<file path="src/rtl/frw_pkg.sv">
package frw_pkg;
    typedef enum logic [1:0] {
        ST_IDLE  = 2'd0,
        ST_WATCH = 2'd1,
        ST_RETRY = 2'd2
    } wd_state_e;

    localparam int  CODE_W  = 4;
    localparam int  POL_BIT = 6;
    localparam int  REN_BIT = 7;
    localparam logic SEL_CTRL = 1'b0;
    localparam logic SEL_FREQ = 1'b1;
endpackage

</file>
<file path="src/rtl/frw_timer.sv">
module frw_timer #(
    parameter int TICK_DIV   = 200000,
    parameter int BASE_TICKS = 1,
    parameter int CODE_W     = 4
) (
    input  logic              clk,
    input  logic              rst_n,
    input  logic              load,
    input  logic              run,
    input  logic [CODE_W-1:0] code,
    output logic              expire
);
    localparam int PRE_W     = (TICK_DIV > 1) ? $clog2(TICK_DIV) : 1;
    localparam int MAX_TICKS = ((1 << CODE_W) - 1) * BASE_TICKS;
    localparam int TCK_W     = $clog2(MAX_TICKS + 1);

    logic [PRE_W-1:0] pre_q;
    logic [TCK_W-1:0] tck_q;
    logic             wrap;

    assign wrap   = (pre_q == PRE_W'(TICK_DIV - 1));
    assign expire = run && wrap && (tck_q == TCK_W'(1));

    always_ff @(posedge clk) begin
        if (!rst_n) begin
            pre_q <= '0;
            tck_q <= '0;
        end else if (load) begin
            pre_q <= '0;
            tck_q <= TCK_W'(int'(code) * BASE_TICKS);
        end else if (run) begin
            if (wrap) begin
                pre_q <= '0;
                if (tck_q != '0) tck_q <= tck_q - 1'b1;
            end else begin
                pre_q <= pre_q + 1'b1;
            end
        end
    end
endmodule

</file>
<file path="src/rtl/frw_pulse.sv">
module frw_pulse #(
    parameter int WIDTH = 600000
) (
    input  logic clk,
    input  logic rst_n,
    input  logic start,
    output logic pulse_n
);
    localparam int CNT_W = $clog2(WIDTH + 1);

    logic [CNT_W-1:0] cnt_q;

    always_ff @(posedge clk) begin
        if (!rst_n)              cnt_q <= '0;
        else if (start)          cnt_q <= CNT_W'(WIDTH);
        else if (cnt_q != '0)    cnt_q <= cnt_q - 1'b1;
    end

    assign pulse_n = (cnt_q == '0);
endmodule

</file>
<file path="src/rtl/freq_recovery_wdog.sv">
module freq_recovery_wdog
    import frw_pkg::*;
#(
    parameter int FREQ_W        = 8,
    parameter int TICK_DIV      = 200000,
    parameter int BASE_TICKS    = 1,
    parameter int RST_PULSE_CYC = 600000
) (
    input  logic              clk,
    input  logic              rst_n,
    input  logic [FREQ_W-1:0] strap_code,
    input  logic              wr_en,
    input  logic              wr_sel,
    input  logic [7:0]        wr_data,
    output logic [FREQ_W-1:0] freq_code,
    output logic [FREQ_W-1:0] prev_code,
    output logic              alarm,
    output logic              sys_rst_n,
    output logic              wd_active
);
    wd_state_e         state_q, state_d;
    logic [CODE_W-1:0] tmo_q, tmo_nxt;
    logic              pol_q, ren_q;
    logic [FREQ_W-1:0] freq_q, prev_q, strap_q;
    logic              alarm_q;
    logic              ctrl_wr, freq_wr, clear_wr;
    logic              expire, load, fire, revert;
    logic              stage_retry;

    assign ctrl_wr  = wr_en && (wr_sel == SEL_CTRL);
    assign freq_wr  = wr_en && (wr_sel == SEL_FREQ);
    assign clear_wr = ctrl_wr && (wr_data[CODE_W-1:0] == '0);
    assign tmo_nxt  = ctrl_wr ? wr_data[CODE_W-1:0] : tmo_q;

    // configuration register
    always_ff @(posedge clk) begin
        if (!rst_n) begin
            tmo_q <= '0;
            pol_q <= 1'b0;
            ren_q <= 1'b0;
        end else if (ctrl_wr) begin
            tmo_q <= wr_data[CODE_W-1:0];
            pol_q <= wr_data[POL_BIT];
            ren_q <= wr_data[REN_BIT];
        end
    end

    // state register
    always_ff @(posedge clk) begin
        if (!rst_n) state_q <= ST_IDLE;
        else        state_q <= state_d;
    end

    // next state: software writes take priority over a same-cycle expiry
    always_comb begin
        state_d = state_q;
        load    = 1'b0;
        fire    = 1'b0;
        if (clear_wr) begin
            state_d = ST_IDLE;
        end else if (freq_wr) begin
            if (tmo_q != '0) begin
                state_d = ST_WATCH;
                load    = 1'b1;
            end else begin
                state_d = ST_IDLE;
            end
        end else begin
            unique case (state_q)
                ST_IDLE:  state_d = ST_IDLE;
                ST_WATCH: if (expire) begin
                              state_d = ST_RETRY;
                              load    = 1'b1;
                              fire    = 1'b1;
                          end
                ST_RETRY: if (expire) begin
                              load    = 1'b1;
                              fire    = 1'b1;
                          end
                default:  state_d = ST_IDLE;
            endcase
        end
    end

    assign revert = fire && (state_q == ST_RETRY);

    // registered outputs
    always_ff @(posedge clk) begin
        if (!rst_n) begin
            strap_q <= strap_code;
            freq_q  <= strap_code;
            prev_q  <= strap_code;
            alarm_q <= 1'b0;
        end else begin
            if (clear_wr)  alarm_q <= 1'b0;
            else if (fire) alarm_q <= 1'b1;
            if (freq_wr) begin
                prev_q <= freq_q;
                freq_q <= wr_data[FREQ_W-1:0];
            end else if (revert) begin
                freq_q <= pol_q ? prev_q : strap_q;
            end
        end
    end

    frw_timer #(
        .TICK_DIV   (TICK_DIV),
        .BASE_TICKS (BASE_TICKS),
        .CODE_W     (CODE_W)
    ) u_timer (
        .clk    (clk),
        .rst_n  (rst_n),
        .load   (load),
        .run    (wd_active),
        .code   (tmo_nxt),
        .expire (expire)
    );

    frw_pulse #(
        .WIDTH (RST_PULSE_CYC)
    ) u_pulse (
        .clk     (clk),
        .rst_n   (rst_n),
        .start   (fire && ren_q),
        .pulse_n (sys_rst_n)
    );

    assign stage_retry = (state_q == ST_RETRY);
    assign wd_active   = (state_q != ST_IDLE);
    assign freq_code   = freq_q;
    assign prev_code   = prev_q;
    assign alarm       = alarm_q;
endmodule

</file>
<file path="config.mk">
export PLATFORM = sky130hd
export DESIGN_NAME = freq_recovery_wdog
export DESIGN_NICKNAME = d
export VERILOG_FILES = /design/src/rtl/frw_pkg.sv /design/src/rtl/frw_timer.sv /design/src/rtl/frw_pulse.sv /design/src/rtl/freq_recovery_wdog.sv
export SDC_FILE = /design/constraint.sdc
export NUM_CORES = 1
export LEC_CHECK = 0
export BUFFER_PORTS_ARGS = -buffer_cell sky130_fd_sc_hd__buf_2
export CORE_MARGIN = 4
export CORE_UTILIZATION = 53
export DETAILED_ROUTE_END_ITERATION = 10
export HOLD_SLACK_MARGIN = 0.05
export PLACE_DENSITY = 0.76
export SYNTH_ARGS = -nofsm -noshare
export SYNTH_HDL_FRONTEND = slang
export SYNTH_SLANG_ARGS = --single-unit
</file>
<file path="constraint.sdc">
create_clock -name clk -period 1.9 [get_ports clk]
set_input_delay 0.19 -clock clk [delete_from_list [all_inputs] [get_ports clk]]
set_output_delay 0.19 -clock clk [all_outputs]
set_load 0.02 [all_outputs]
</file>
==> impl_metrics.yaml <==
floorplan:
  rows: 29
  coreArea_um2: 6460
  die_area_um2: 8160
  ios: 39
  die_h_um: 90.4
  die_x_um: 90.4
  start_util_pct: 55.7
final_layout:
  regArea_um2: 1760
  finalNetCount: 500
  num_antenna_cells: 0
  drive_gt1_share_pct: 29.8
  stdcell_area_um2: 4630
  multiInputGateArea_um2: 1920
  area_delta_synth_final_pct: 28.9
  nFillCells: 446
detailed_routing:
  wl_per_cell_um: 16.1
  ant_nets: 0
  drtPass1Iterations: 6
  wirelength_mm: 8.92
  vias: 3180
  drc: 0
  viasPerCell: 5.75
  dr.first_iter.drc_count: 208
pwr:
  powerDensity_nw_per_um2: 1170
  leakagePower_nw: 1.88
  ir_drop_v: 0.000729
critical_path:
  endpoint_kind: "register"
  crit_slowest_cell: "dfxtp_1"
  arrival_ns: 2.16
  crit_path_max_fanout: 5
  cp_cell_sequence: "nor4bb_2 > and3_1 > buf_4 > nand3_2 > mux2_4 > o311a_1"
  reg2reg_depth: 6
  slowest_delay_ns: 0.37
  path_depth: 6
  worst-setup-path-type: "register to register"
  crit_family: "simple AND/OR/NAND/NOR gates"
  worstSetupStartpointType: "register"
  worst_ep_required_time_ns: 2.15
  cp_num_buf_inv: 1
grt:
  grt_pass1_wl_mm: 14.5
  first_global_vias: 3076
  antenna_found_initial: 0
  grt_max_degree: 41
  grt_usage_pct: 21.5
  grt_overflow: 0
yosys:
  synth-seq-cells: 75
  synth_top_cell_by_area: "dfxtp_1"
  synth-edff-count: 24
  ys_types: 49
  ys_seq_area_share_pct: 48.5
  synth_area_leaders: "dfxtp_1 28%, edfxtp_1 20%, nand2_1 5.8%"
  synth_ff_type: "dfxtp_1"
  synth-async-reset-ratio_pct: 0
  syn_area_per_cell_um2: 9.24
  yosys_warnings: 0
  syn_inst: 389
  netlist.area_leader.share_pct: 28.4
  synth_area_um2: 3590
  syn-num-nets: 418
timing:
  setup_slack_ns: -0.00946
  fin_skew_ns: 0.0142
  setup_viol: 1
  worst_pin_slew_ns: 0.546
  max_freq_mhz: 524
  fin_tns_setup_ns: -0.00946
  rsz0062_at_grt: "yes"
  max_slew_margin_pct: 63.5
  period_needed_ns: 1.91
  finalCritPeriodShare_pct: 100
  slew_viol_final: 0
  finalHoldViolCount: 0
place:
  placed_cell_area_um2: 4080
  hpwl_mm: 5.72
  io_buffer_count: 38
  place.gp.congestion: 0.884
  post-place-ws_ns: 0.00485
run_status:
  status: "finished with violations"
  violations: "setup timing"
cts:
  h-tree-depth: 3
  insertion_delay_ns: 0.36
  clkSinkCount: 75
  numCtsBuffers: 9
  cts-root-buf: "clkbuf_8"
  clock_path_buffers: 2
  cts_tree: "yes"
  path_clk_slew_ns: 0.09
worst_hold_path:
  min_path_cells: 3
  hp-class: "input port to register"
job:
  maxCapViolations: 0
## what timing repair did
action,4_1_cts,5_1_grt
setup buffers,6,5
pin swaps,3,11
setup endpoints to repair,23,50
hold buffers,8,0
endpoints found under the hold margin,8,0
gates resized for setup,18,33
## final cells by class
type / count / area share, %
Multi-Input combinational cell: 286 / 41.4
Clock buffer: 9 / 2.67
Inverter: 13 / 1.11
Timing Repair Buffer: 86 / 13.1
Clock inverter: 7 / 1.65
Tap cell: 77 / 2.08
Sequential cell: 75 / 38.0
## cells by family (layout without fill, tap and decap cells)
logic type	after synthesis	after routing	synth area share [%]
and+or+nand+nor	174	174	24.7
DFF	75	75	48.5
AOI/OAI and AO/OA	63	63	10.4
buffers and inverters	28	115	3.03
xor gates and xnor gates	27	27	6.58
muxes	13	13	3.65
adders and majority gates	9	9	3.13
## flip-flops by register name (all words and copies together) (netlist names)
signal         flops
tmo_q              4
freq_code          8
state_q            2
u_timer.pre_q     18
u_timer.tck_q      4
ren_q              1
prev_code          8
pol_q              1
u_pulse.cnt_q     20
alarm              1
strap_q            8
## synth_stat cells, types with 10 or more instances
cell and instances:
nand2_1 56, dfxtp_1 51, nor2_1 36, o21ai_0 25
edfxtp_1 24, xnor2_1 19, a21oi_1 18, nand3_1 14
inv_1 13, nor3_1 13, mux2i_1 12, clkbuf_1 10
## per-layer routing
layer	GRT usage, %	vias up	routed length, um
li1	-	1556	-
met1	27.5	1488	3800
met2	35.5	123	4380
met3	5.67	13	617
met4	6.89	0	115
met5	0	-	0
## worst min-delay path, stage by stage
cell	delay [ns]
buf_2	0.11
nand2_1	0.06
a21oi_1	0.05
## where the power goes
| part | switching (mW) | internal (mW) | total (mW) | leakage, nW |
|---|---|---|---|---|
| clock network | 0.648 | 0.613 | 1.26 | 0.0958 |
| registers | 0.228 | 1.88 | 2.10 | 0.660 |
| logic | 0.990 | 1.07 | 2.06 | 1.12 |
| total | 1.87 | 3.56 | 5.43 | 1.88 |
## cell usage in the layout (no fill, tap or decap), types with 4 or more instances in the layout
master         netlist  routed
xor2_1               8       8
xnor2_1             19      19
nand3_1             14      13
nor4_1               9       6
mux2i_1             12      12
nand4_1              7       7
edfxtp_1            24      24
inv_2                0       4
o21ai_0             25      25
nand2_1             56      55
dlygate4sd3_1        0       8
and3_1               7       6
buf_4                0      36
buf_2                3      37
dfxtp_1             51      40
ha_1                 9       7
nor3_1              13      11
a21oi_1             18      17
inv_1               13       8
clkbuf_8             0       9
dfxtp_2              0       9
nor2_1              36      34
## metrics by stage
step,power [mW],hold slack [ns],std cells,utilization [%]
6_report,5.43,0.103,553,71.8
5_1_grt,5.75,0.111,553,71.8
3_3_place_gp,3.58,0.382,518,63.1
2_1_floorplan,3.13,0.289,389,-
4_1_cts,5.12,0.0948,548,69.3
3_5_place_dp,3.62,0.383,518,63.1
## final timing paths
check | start | endpoint | slack [ns]
min reg2reg | ren_q$_SDFFE_PN0P_ | ren_q$_SDFFE_PN0P_ | 0.49
min | wr_data[7] | ren_q$_SDFFE_PN0P_ | 0.10
max reg2reg | u_timer.pre_q[7]$_SDFFE_PP0N_ | u_timer.tck_q[2]$_SDFFE_PN0P_ | -0.009
max | u_timer.pre_q[7]$_SDFFE_PP0N_ | u_timer.tck_q[2]$_SDFFE_PN0P_ | -0.009
Power figures use the tool's default switching activity.
